===== config.mk =====
export PLATFORM = sky130hd
export DESIGN_NAME = l1_miss_finisher
export DESIGN_NICKNAME = d
export VERILOG_FILES = /design/src/rtl/l1mf_pkg.sv /design/src/rtl/l1mf_resp_decode.sv /design/src/rtl/l1mf_txn_table.sv /design/src/rtl/l1mf_lat_stats.sv /design/src/rtl/l1_miss_finisher.sv
export SDC_FILE = /design/constraint.sdc
export NUM_CORES = 1
export LEC_CHECK = 0
export ABC_AREA = 1
export BUFFER_PORTS_ARGS = -buffer_cell sky130_fd_sc_hd__buf_2
export CORE_UTILIZATION = 30
export CTS_CLUSTER_SIZE = 28
export DETAILED_ROUTE_END_ITERATION = 6
export GPL_ROUTABILITY_DRIVEN = 1
export PLACE_DENSITY = 0.57
export SLEW_MARGIN = 15
export SYNTH_ARGS = -nofsm -noshare
export SYNTH_HDL_FRONTEND = slang
export SYNTH_SLANG_ARGS = --single-unit
export TNS_END_PERCENT = 5

===== constraint.sdc =====
create_clock -name clk -period 4.6 [get_ports clk]
set_clock_uncertainty 0.15 [all_clocks]
set_input_delay 0.92 -clock clk [delete_from_list [all_inputs] [get_ports clk]]
set_output_delay 0.92 -clock clk [all_outputs]
set_load 0.01 [all_outputs]

===== src/rtl/l1mf_pkg.sv =====
package l1mf_pkg;

  typedef enum logic [1:0] {
    ST_I = 2'd0,
    ST_S = 2'd1,
    ST_E = 2'd2,
    ST_M = 2'd3
  } stable_e;

  typedef enum logic [1:0] {
    TS_LD      = 2'd0,  // load miss pending
    TS_LD_INV  = 2'd1,  // load miss pending, line invalidated meanwhile
    TS_ST      = 2'd2,  // store miss, no copy held
    TS_UPG     = 2'd3   // store upgrade from shared
  } pend_e;

  typedef enum logic [1:0] {
    RK_DATA_ACKS = 2'd0,
    RK_DATA_PEER = 2'd1,
    RK_DATA_EXCL = 2'd2,
    RK_ACKS_ONLY = 2'd3
  } rkind_e;

  typedef struct packed {
    logic    legal;
    logic    fill;
    logic    unblk;
    logic    unblk_excl;
    logic    store;
    logic    dirty;
    stable_e next;
  } act_t;

endpackage


===== src/rtl/l1mf_resp_decode.sv =====
module l1mf_resp_decode
  import l1mf_pkg::*;
(
  input  pend_e  st,
  input  rkind_e kind,
  output act_t   act
);

  logic invalidated;
  assign invalidated = (st == TS_LD_INV);

  always_comb begin
    act = '{legal: 1'b0, fill: 1'b0, unblk: 1'b0, unblk_excl: 1'b0,
            store: 1'b0, dirty: 1'b0, next: ST_I};
    unique case (st)
      TS_LD, TS_LD_INV: begin
        unique case (kind)
          RK_DATA_ACKS: begin
            act.legal = 1'b1;
            act.fill  = 1'b1;
            act.next  = invalidated ? ST_I : ST_S;
          end
          RK_DATA_PEER: begin
            act.legal = 1'b1;
            act.fill  = 1'b1;
            act.unblk = 1'b1;
            act.next  = invalidated ? ST_I : ST_S;
          end
          RK_DATA_EXCL: begin
            act.legal      = 1'b1;
            act.fill       = 1'b1;
            act.unblk      = 1'b1;
            act.unblk_excl = 1'b1;
            act.next       = ST_E;
          end
          default: act.legal = 1'b0;
        endcase
      end
      TS_ST: begin
        if (kind == RK_DATA_ACKS) begin
          act.legal      = 1'b1;
          act.fill       = 1'b1;
          act.unblk      = 1'b1;
          act.unblk_excl = 1'b1;
          act.store      = 1'b1;
          act.dirty      = 1'b1;
          act.next       = ST_M;
        end
      end
      TS_UPG: begin
        if (kind == RK_ACKS_ONLY) begin
          act.legal      = 1'b1;
          act.unblk      = 1'b1;
          act.unblk_excl = 1'b1;
          act.store      = 1'b1;
          act.dirty      = 1'b1;
          act.next       = ST_M;
        end
      end
      default: act.legal = 1'b0;
    endcase
  end

endmodule


===== src/rtl/l1mf_txn_table.sv =====
module l1mf_txn_table
  import l1mf_pkg::*;
#(
  parameter int ENTRIES = 4,
  parameter int ADDR_W  = 16,
  parameter int CYC_W   = 16
) (
  input  logic              clk,
  input  logic              rst_n,
  input  logic [ADDR_W-1:0] lk_addr,
  output logic              lk_hit,
  output logic              full,
  input  logic              alloc_en,
  input  logic [ADDR_W-1:0] alloc_addr,
  input  pend_e             alloc_state,
  input  logic [ADDR_W-1:0] rsp_addr,
  output logic              rsp_hit,
  output pend_e             rsp_state,
  output logic [CYC_W-1:0]  rsp_age,
  input  logic              free_en,
  input  logic              inv_valid,
  input  logic [ADDR_W-1:0] inv_addr
);

  localparam logic [CYC_W-1:0] AGE_MAX = {CYC_W{1'b1}};

  logic [ENTRIES-1:0] e_vld;
  logic [ENTRIES-1:0] lk_m;
  logic [ENTRIES-1:0] rsp_m;
  logic [ENTRIES-1:0] inv_m;
  logic [ENTRIES-1:0] slot_oh;
  logic [ADDR_W-1:0]  e_addr [ENTRIES];
  pend_e              e_st   [ENTRIES];
  logic [CYC_W-1:0]   e_age  [ENTRIES];

  // lowest free slot
  always_comb begin
    logic found;
    found   = 1'b0;
    slot_oh = '0;
    for (int i = 0; i < ENTRIES; i++) begin
      if (!e_vld[i] && !found) begin
        slot_oh[i] = 1'b1;
        found      = 1'b1;
      end
    end
  end

  for (genvar g = 0; g < ENTRIES; g++) begin : g_ent
    assign lk_m[g]  = e_vld[g] && (e_addr[g] == lk_addr);
    assign rsp_m[g] = e_vld[g] && (e_addr[g] == rsp_addr);
    assign inv_m[g] = e_vld[g] && inv_valid && (e_addr[g] == inv_addr);

    always_ff @(posedge clk) begin
      if (!rst_n) begin
        e_vld[g]  <= 1'b0;
        e_addr[g] <= '0;
        e_st[g]   <= TS_LD;
        e_age[g]  <= '0;
      end else if (free_en && rsp_m[g]) begin
        e_vld[g] <= 1'b0;
      end else if (alloc_en && slot_oh[g]) begin
        e_vld[g]  <= 1'b1;
        e_addr[g] <= alloc_addr;
        e_st[g]   <= alloc_state;
        e_age[g]  <= {{(CYC_W-1){1'b0}}, 1'b1};
      end else if (e_vld[g]) begin
        if (e_age[g] != AGE_MAX) e_age[g] <= e_age[g] + 1'b1;
        if (inv_m[g] && e_st[g] == TS_LD) e_st[g] <= TS_LD_INV;
      end
    end
  end

  assign lk_hit  = |lk_m;
  assign rsp_hit = |rsp_m;
  assign full    = &e_vld;

  // state seen by the response, with a same-cycle invalidate folded in
  always_comb begin
    rsp_state = TS_LD;
    rsp_age   = '0;
    for (int i = 0; i < ENTRIES; i++) begin
      if (rsp_m[i]) begin
        rsp_state = e_st[i];
        rsp_age   = e_age[i];
      end
    end
    if (inv_valid && inv_addr == rsp_addr && rsp_state == TS_LD)
      rsp_state = TS_LD_INV;
  end

endmodule


===== src/rtl/l1mf_lat_stats.sv =====
module l1mf_lat_stats #(
  parameter int CYC_W = 16,
  parameter int CNT_W = 32
) (
  input  logic             clk,
  input  logic             rst_n,
  input  logic             hit_evt,
  input  logic             miss_evt,
  input  logic [CYC_W:0]   miss_lat,
  output logic [CNT_W-1:0] hit_events,
  output logic [CNT_W-1:0] hit_cycles,
  output logic [CNT_W-1:0] miss_events,
  output logic [CNT_W-1:0] miss_cycles
);

  localparam int PAD_W = CNT_W - CYC_W - 1;

  logic [CNT_W-1:0] lat_ext;
  assign lat_ext = {{PAD_W{1'b0}}, miss_lat};

  always_ff @(posedge clk) begin
    if (!rst_n) begin
      hit_events  <= '0;
      hit_cycles  <= '0;
      miss_events <= '0;
      miss_cycles <= '0;
    end else begin
      if (hit_evt) begin
        hit_events <= hit_events + 1'b1;
        hit_cycles <= hit_cycles + 1'b1;
      end
      if (miss_evt) begin
        miss_events <= miss_events + 1'b1;
        miss_cycles <= miss_cycles + lat_ext;
      end
    end
  end

endmodule


===== src/rtl/l1_miss_finisher.sv =====
module l1_miss_finisher
  import l1mf_pkg::*;
#(
  parameter int ENTRIES = 4,
  parameter int ADDR_W  = 16,
  parameter int CYC_W   = 16,
  parameter int CNT_W   = 32
) (
  input  logic              clk,
  input  logic              rst_n,
  input  logic              cr_valid,
  output logic              cr_ready,
  input  logic              cr_store,
  input  logic [ADDR_W-1:0] cr_addr,
  input  logic [1:0]        cr_state,
  input  logic              rsp_valid,
  output logic              rsp_ready,
  input  logic [1:0]        rsp_kind,
  input  logic [ADDR_W-1:0] rsp_addr,
  input  logic              inv_valid,
  input  logic [ADDR_W-1:0] inv_addr,
  output logic              fill_valid,
  output logic [ADDR_W-1:0] fill_addr,
  output logic              st_upd_valid,
  output logic [ADDR_W-1:0] st_upd_addr,
  output logic [1:0]        st_upd_state,
  output logic              st_upd_dirty,
  output logic              unblk_valid,
  output logic              unblk_excl,
  output logic [ADDR_W-1:0] unblk_addr,
  output logic              cmpl_valid,
  output logic              cmpl_store,
  output logic              cmpl_miss,
  output logic [ADDR_W-1:0] cmpl_addr,
  output logic              wake_valid,
  output logic [ADDR_W-1:0] wake_addr,
  output logic              proto_err,
  output logic [CNT_W-1:0]  hit_events,
  output logic [CNT_W-1:0]  hit_cycles,
  output logic [CNT_W-1:0]  miss_events,
  output logic [CNT_W-1:0]  miss_cycles
);

  stable_e          cr_st;
  logic             cr_hit;
  logic             cr_fire;
  logic             hit_fire;
  logic             lk_hit;
  logic             tbl_full;
  logic             alloc_en;
  pend_e            alloc_state;
  logic             rsp_hit;
  pend_e            rsp_state;
  logic [CYC_W-1:0] rsp_age;
  act_t             act;
  logic             rsp_ok;
  logic             rsp_bad;
  logic [CYC_W:0]   miss_lat;

  assign cr_st  = stable_e'(cr_state);
  assign cr_hit = cr_store ? (cr_st == ST_E || cr_st == ST_M) : (cr_st != ST_I);

  // responses own the completion port; a live address or a full table holds misses
  assign cr_ready = !rsp_valid && !lk_hit && (cr_hit || !tbl_full);
  assign cr_fire  = cr_valid && cr_ready;
  assign hit_fire = cr_fire && cr_hit;
  assign alloc_en = cr_fire && !cr_hit;

  always_comb begin
    if (!cr_store)          alloc_state = TS_LD;
    else if (cr_st == ST_S) alloc_state = TS_UPG;
    else                    alloc_state = TS_ST;
  end

  assign rsp_ready = 1'b1;

  l1mf_txn_table #(
    .ENTRIES (ENTRIES),
    .ADDR_W  (ADDR_W),
    .CYC_W   (CYC_W)
  ) u_tbl (
    .clk         (clk),
    .rst_n       (rst_n),
    .lk_addr     (cr_addr),
    .lk_hit      (lk_hit),
    .full        (tbl_full),
    .alloc_en    (alloc_en),
    .alloc_addr  (cr_addr),
    .alloc_state (alloc_state),
    .rsp_addr    (rsp_addr),
    .rsp_hit     (rsp_hit),
    .rsp_state   (rsp_state),
    .rsp_age     (rsp_age),
    .free_en     (rsp_ok),
    .inv_valid   (inv_valid),
    .inv_addr    (inv_addr)
  );

  l1mf_resp_decode u_dec (
    .st   (rsp_state),
    .kind (rkind_e'(rsp_kind)),
    .act  (act)
  );

  assign rsp_ok   = rsp_valid && rsp_hit && act.legal;
  assign rsp_bad  = rsp_valid && !rsp_ok;
  assign miss_lat = {1'b0, rsp_age} + 1'b1;

  l1mf_lat_stats #(
    .CYC_W (CYC_W),
    .CNT_W (CNT_W)
  ) u_stats (
    .clk         (clk),
    .rst_n       (rst_n),
    .hit_evt     (hit_fire),
    .miss_evt    (rsp_ok),
    .miss_lat    (miss_lat),
    .hit_events  (hit_events),
    .hit_cycles  (hit_cycles),
    .miss_events (miss_events),
    .miss_cycles (miss_cycles)
  );

  always_ff @(posedge clk) begin
    if (!rst_n) begin
      fill_valid   <= 1'b0;
      fill_addr    <= '0;
      st_upd_valid <= 1'b0;
      st_upd_addr  <= '0;
      st_upd_state <= 2'd0;
      st_upd_dirty <= 1'b0;
      unblk_valid  <= 1'b0;
      unblk_excl   <= 1'b0;
      unblk_addr   <= '0;
      cmpl_valid   <= 1'b0;
      cmpl_store   <= 1'b0;
      cmpl_miss    <= 1'b0;
      cmpl_addr    <= '0;
      wake_valid   <= 1'b0;
      wake_addr    <= '0;
      proto_err    <= 1'b0;
    end else begin
      proto_err   <= rsp_bad;
      fill_valid  <= rsp_ok && act.fill;
      fill_addr   <= rsp_addr;
      unblk_valid <= rsp_ok && act.unblk;
      unblk_excl  <= rsp_ok && act.unblk_excl;
      unblk_addr  <= rsp_addr;
      wake_valid  <= rsp_ok;
      wake_addr   <= rsp_addr;
      if (rsp_ok) begin
        cmpl_valid   <= 1'b1;
        cmpl_miss    <= 1'b1;
        cmpl_store   <= act.store;
        cmpl_addr    <= rsp_addr;
        st_upd_valid <= 1'b1;
        st_upd_addr  <= rsp_addr;
        st_upd_state <= act.next;
        st_upd_dirty <= act.dirty;
      end else begin
        cmpl_valid   <= hit_fire;
        cmpl_miss    <= 1'b0;
        cmpl_store   <= cr_store;
        cmpl_addr    <= cr_addr;
        st_upd_valid <= hit_fire && cr_store;
        st_upd_addr  <= cr_addr;
        st_upd_state <= ST_M;
        st_upd_dirty <= 1'b1;
      end
    end
  end

endmodule


; ---- Word level (Yosys, flattened, before mapping)
; Memories as Yosys holds them, arrays and structs flattened.
; Cells that the tools add are included.
[totals]
n_memories = 3
out_inout_bits = 222
reg_bits = 176
input_bits = 58
elab_cells = 279
ram_bits = 136
[op_classes]
addsub = 9
n_mux = 123
reduce_logical = 76
bitwise = 21
eq_ne = 26
[memory_table]
columns = memory, words, width, rd, rd_ports_with_merged_regs, wr, line
row1 = u_tbl.e_addr, 4, 16, 4, 0, 4, l1mf_txn_table.sv:32  ; logic [ADDR_W-1:0] e_addr [ENTRIES];
row2 = u_tbl.e_age, 4, 16, 4, 0, 4, l1mf_txn_table.sv:34  ; logic [CYC_W-1:0] e_age [ENTRIES];
row3 = u_tbl.e_st, 4, 2, 4, 0, 4, l1mf_txn_table.sv:33  ; pend_e e_st [ENTRIES];
[ops]
columns = op, n
row1 = two-way mux 16 bit, 17
row2 = equality test 16 bit, 13
row3 = adder 32 x 1 -> 32 bit (second input constant), 3
row4 = two-way mux 1 bit, 83
row5 = adder 16 x 1 -> 16 bit (second input constant), 4
row6 = inequality test 16 bit (second input constant), 4
row7 = logical AND 1 bit, 45
row8 = adder 32 x 17 -> 32 bit, 1
row9 = two-way mux 2 bit, 15
row10 = OR 1 bit, 20
row11 = adder 16 x 1 -> 17 bit (second input constant), 1
row12 = logical NOT 2 bit, 7
row13 = OR reduction 2 bit, 7
row14 = equality test 2 bit (second input constant), 6
row15 = case mux 2 bit (3 select lines), 2
row16 = logical NOT 1 bit, 10
row17 = two-way mux 8 bit, 1
row18 = case mux 2 bit (2 select lines), 2
row19 = OR reduction 4 bit, 2
row20 = equality test 2 x 1 -> 1 bit (second input constant), 3
row21 = two-way mux 6 bit, 1
row22 = AND reduction 4 bit, 1
row23 = case mux 1 bit (3 select lines), 1
row24 = OR reduction 3 bit, 1
row25 = other kinds (4), 5

; ---- Longest topological paths before layout
; An unclocked memory read counts as a cell.
[depth]
ltp_word = 20
ltp_mapped = 28
mapped_depth_nobuf = 26

; ---- Hierarchy
; A second synthesis with hierarchy kept.
[unflattened]
cells_unflattened = 2822
area_unflattened_um2 = 19856.5
[by_module_without_submodules]
columns = module, seq_area_each_um2, cells_each, instances, area_per_inst_um2
row1 = l1mf_txn_table, 4164.0, 1279, 1, 9904.5
row2 = l1mf_lat_stats, 2562.5, 1233, 1, 7679.9
row3 = l1_miss_finisher, 860.8, 284, 1, 2112.0
row4 = l1mf_resp_decode, 0.0, 26, 1, 160.2

; ---- Least setup slack after synthesis
; Ideal clock, no wire load.
[synth_path]
path_kind = input-to-reg
startpoint = input rsp_addr[15]
endpoint = register u_stats.miss_cycles[16]
path_stages = 28
setup_slack_ns = -0.085
setup_time_ns = 0.132
required_ns = 4.318
arrival_time_ns = 4.404
path_cell_list = buf_2 inv_2 nand2_1 nand2_1 nor2_1 nand2_1 nor2_1 nand3_2 buf_6 nand2_1 o21ai_0 a221o_1 o21ai_0 ha_1 inv_1 fa_1 nand3_1 nand3_1 a21oi_1 o21ai_0 a21boi_0 o21ai_0 a21oi_1 inv_1 nand2_1 inv_1 nor2_1 nor3_1
[synth_between]
elab_chain_len = 13
word_cells_on_any_way = 32
[synth_lines]
columns = item, line
row1 = from (decl), l1_miss_finisher.sv:19  ; input logic [ADDR_W-1:0] rsp_addr,
row2 = branches (longest 13 deep; another with adder 32 x 17 -> 32 bit), -
row3 = to (signal assigned), l1mf_lat_stats.sv:34  ; miss_cycles <= miss_cycles + lat_ext;
row4 = to (decl), l1mf_lat_stats.sv:13  ; output logic [CNT_W-1:0] miss_cycles
; Several ways; the timed one is not identified.
; A chain may end at the register's enable or synchronous reset.

; ---- Final worst setup path
[layout_path]
startpoint = input rsp_addr[13]
endpoint = register u_stats.miss_cycles[28]
; The elaborated chain is that of the path after synthesis.

==> qor.csv <==
metric;value;unit
ANT nets after route;0;
Final period util;92.27;%
final hold viol count;0;
initial DRC count;1912;
Setup crit start;rsp_addr[13];
Setup Crit Path Kind;in2reg;
commonest non-fill, non-tap cell in the layout;nand2_1;
Synth Instances;2870;
Post-Layout Cell Count;4206;
run status;completed;
Worst Path Max Fanout;5;
final setup fails;0;
routed wire length;78800;µm
crit path DAT;4.60;ns
Clock Latency Late Sink;0.60;ns
# placed instances;4125;
drt via density;4.961;
asr flop ratio synth;0;%
Longest Clk Path Bufs;3;
relative max-transition margin;37.76;%
peak supply drop;194.1;µV
count of different cell masters after synthesis;59;
drt first pass iters;6;
met1 wire length;36210;µm
FP Rows;94;
top sig layer;met5;
pwr/cell area;281.3;nW/µm²
Chip Height;261.6;µm
RSZ-0062 raised after global routing;no;
R2R Setup Slk;0.41;ns
Post-synth EDFFs;136;
CP endpoint kind;register;
H-tree depth;2;
post-layout min period;4.245;ns
DP Worst Slack;-0.5176;ns
maxcap violations;0;
worst slew pin tran;0.9251;ns
largest net degree at the start of global routing;69;
Residual DRC;0;
die width;261.6;µm
Core ar.;66220;µm²
Syn Area/Cell;7.042;µm²
final RePlAce weighted congestion;1.022;
area of the die;68410;µm²
CP max-delay cell;fa_2;
Worst path max stage delay;0.34;ns
vias;20860;
fin. max-slew vios;0;
Critical Path RT;4.96;ns
routed len/inst;18.73;µm
IO Count;280;
cells on worst reg2reg path;26;
Initial Utilization;30.52;%
share of cells above drive strength 1;20.38;%
Crit path top cell by count;nand2_1;
crit path launch type;primary input;
vias in the first global route;19390;
CTS tree;yes;
nets;3397;
ant diodes;0;
Syn Nets;2957;
synth-to-layout area growth;26.10;%
yosys warns;0;
Final HPWL DP;61980;µm
Synth Flop Type;dfxtp_1;
Worst Hold Class;reg2reg;
Buffers on Ports;278;
Tot GR Track Use;22.49;%
first-pass GRT wire length;117000;µm
total leakage power;11.30;nW
cts bufs inserted;41;
grt ovf;0;
Max Freq;0.2356;GHz
cts hold-fix bufs;0;
metal3 WL;5208;µm
post-synthesis sequential area ratio;37.54;%
r2r endpoint;u_stats.miss_cycles[28];
initial antenna violation count;2;
Root Driver;clkbuf_16;
most frequent cells in the layout;nand2_1 (718), nor2_1 (361), inv_1 (311);
register bit count reported by yosys;311;
CTS clk-pin slew, worst paths;0.06;ns
total clock sinks;311;
setup total negative slack;0;ns
Synth Cell Area;20210;µm²
DR WL met2;34660;µm
setup slack after layout;0.3554;ns
FILL cells;7085;
origin of the critical flop-to-flop path;u_tbl.e_addr[1][15];
critical path endpoint;u_stats.miss_cycles[28];
[repair_timing]
item | 4_1_cts | 5_1_grt
endpoints found under the hold margin | 0 | 0
setup buffers | 0 | 6
endpoints found under the setup margin | 0 | 18
gates resized for setup | 0 | 20
[routing by layer]
| metal | global-route usage, % | up-vias |
|---|---|---|
| met2 | 35.13 | 748 |
| met4 | 8.236 | 2 |
| met1 | 31.61 | 9700 |
| met3 | 2.787 | 140 |
| li1 | - | 10270 |
| met5 | 0 | - |
[registers in the layout (all words and copies together) (netlist names)]
signal and cells:
u_tbl.e_age 64, u_tbl.e_st 8, cmpl_valid 1, st_upd_state 2, wake_addr 16, u_stats.miss_events 32
proto_err 1, u_stats.hit_cycles 32, unblk_valid 1, cmpl_miss 1, cmpl_addr 16, fill_valid 1
st_upd_dirty 1, u_tbl.e_addr 64, u_tbl.e_vld 4, st_upd_valid 1, u_stats.hit_events 32, unblk_excl 1
u_stats.miss_cycles 32, cmpl_store 1
[cells by family (layout without fill, tap and decap cells)]
kind of cell,after synthesis,in the layout,synth area share (%)
compound gates,390,390,10.59
xor+xnor,196,196,8.494
fa+ha+maj,29,29,1.833
buf+inv,484,956,10.35
flops,311,311,37.54
other cells,1,1,0.01855
simple gates,1459,1459,31.17
[where the power goes]
group	internal, mW	switching, mW	total, mW
sequential	2.95	0.0765	3.03
clock	2.03	1.33	3.36
combinational	0.286	0.490	0.776
total	5.27	1.90	7.17
[worst min path at each step]
stage	to	startpoint	cells after the start
2_1_floorplan	u_stats.miss_events[12]	u_stats.miss_events[12]	2
6_report	u_stats.hit_cycles[30]	u_stats.hit_cycles[30]	2
3_5_place_dp	u_stats.hit_cycles[30]	u_stats.hit_cycles[30]	2
3_3_place_gp	u_stats.hit_cycles[30]	u_stats.hit_cycles[30]	2
5_1_grt	u_stats.hit_cycles[30]	u_stats.hit_cycles[30]	2
4_1_cts	u_stats.hit_cycles[30]	u_stats.hit_cycles[30]	2
[critical path: cells and delay by family]
kind            cells  cell delay, ns
xor+xnor            1            0.14
simple gates       12            1.15
compound gates      8            1.15
buf+inv             6            0.76
fa+ha+maj           2            0.47
[synth_stat cells, drive strengths merged, types with 30 or more instances]
master	instances	area, µm²
o22ai	30	187.7
nand2	727	2754
nor3	94	480.5
dfxtp	175	3503
nand4	90	603.1
edfxtp	136	4084
nor4	65	406.6
xnor2	55	481.7
nand3	98	535.5
nor2	366	1389
a21oi	201	1032
clkbuf	63	236.5
buf	88	605.6
inv	327	1227
xor2	141	1235
o21ai	120	604.3
[per-stage QoR]
step | util (%) | total power, mW | cell area, µm² | hold WS (ns)
finish | 38.49 | 7.169 | 25490 | 0.3408
CTS | 38.31 | 7.247 | 25370 | 0.3377
global route | 38.49 | 7.419 | 25490 | 0.3471
detailed placement | 36.20 | 3.841 | 23970 | 0.3295
floorplan | - | 3.474 | 20210 | 0.3458
global placement | 36.20 | 3.849 | 23970 | 0.3232
[layout make-up]
cell class / count / area (µm²) / area share [%]
clock inverters: 16 / 209.0 / 0.8199
inverters: 333 / 1251 / 4.909
multi-input cells: 2075 / 10620 / 41.66
repair buffers: 548 / 3550 / 13.93
clock buffers: 59 / 1190 / 4.669
flip-flops and latches: 311 / 7587 / 29.77
well taps: 864 / 1081 / 4.242
No activity file was read; power rests on OpenSTA's default activity.
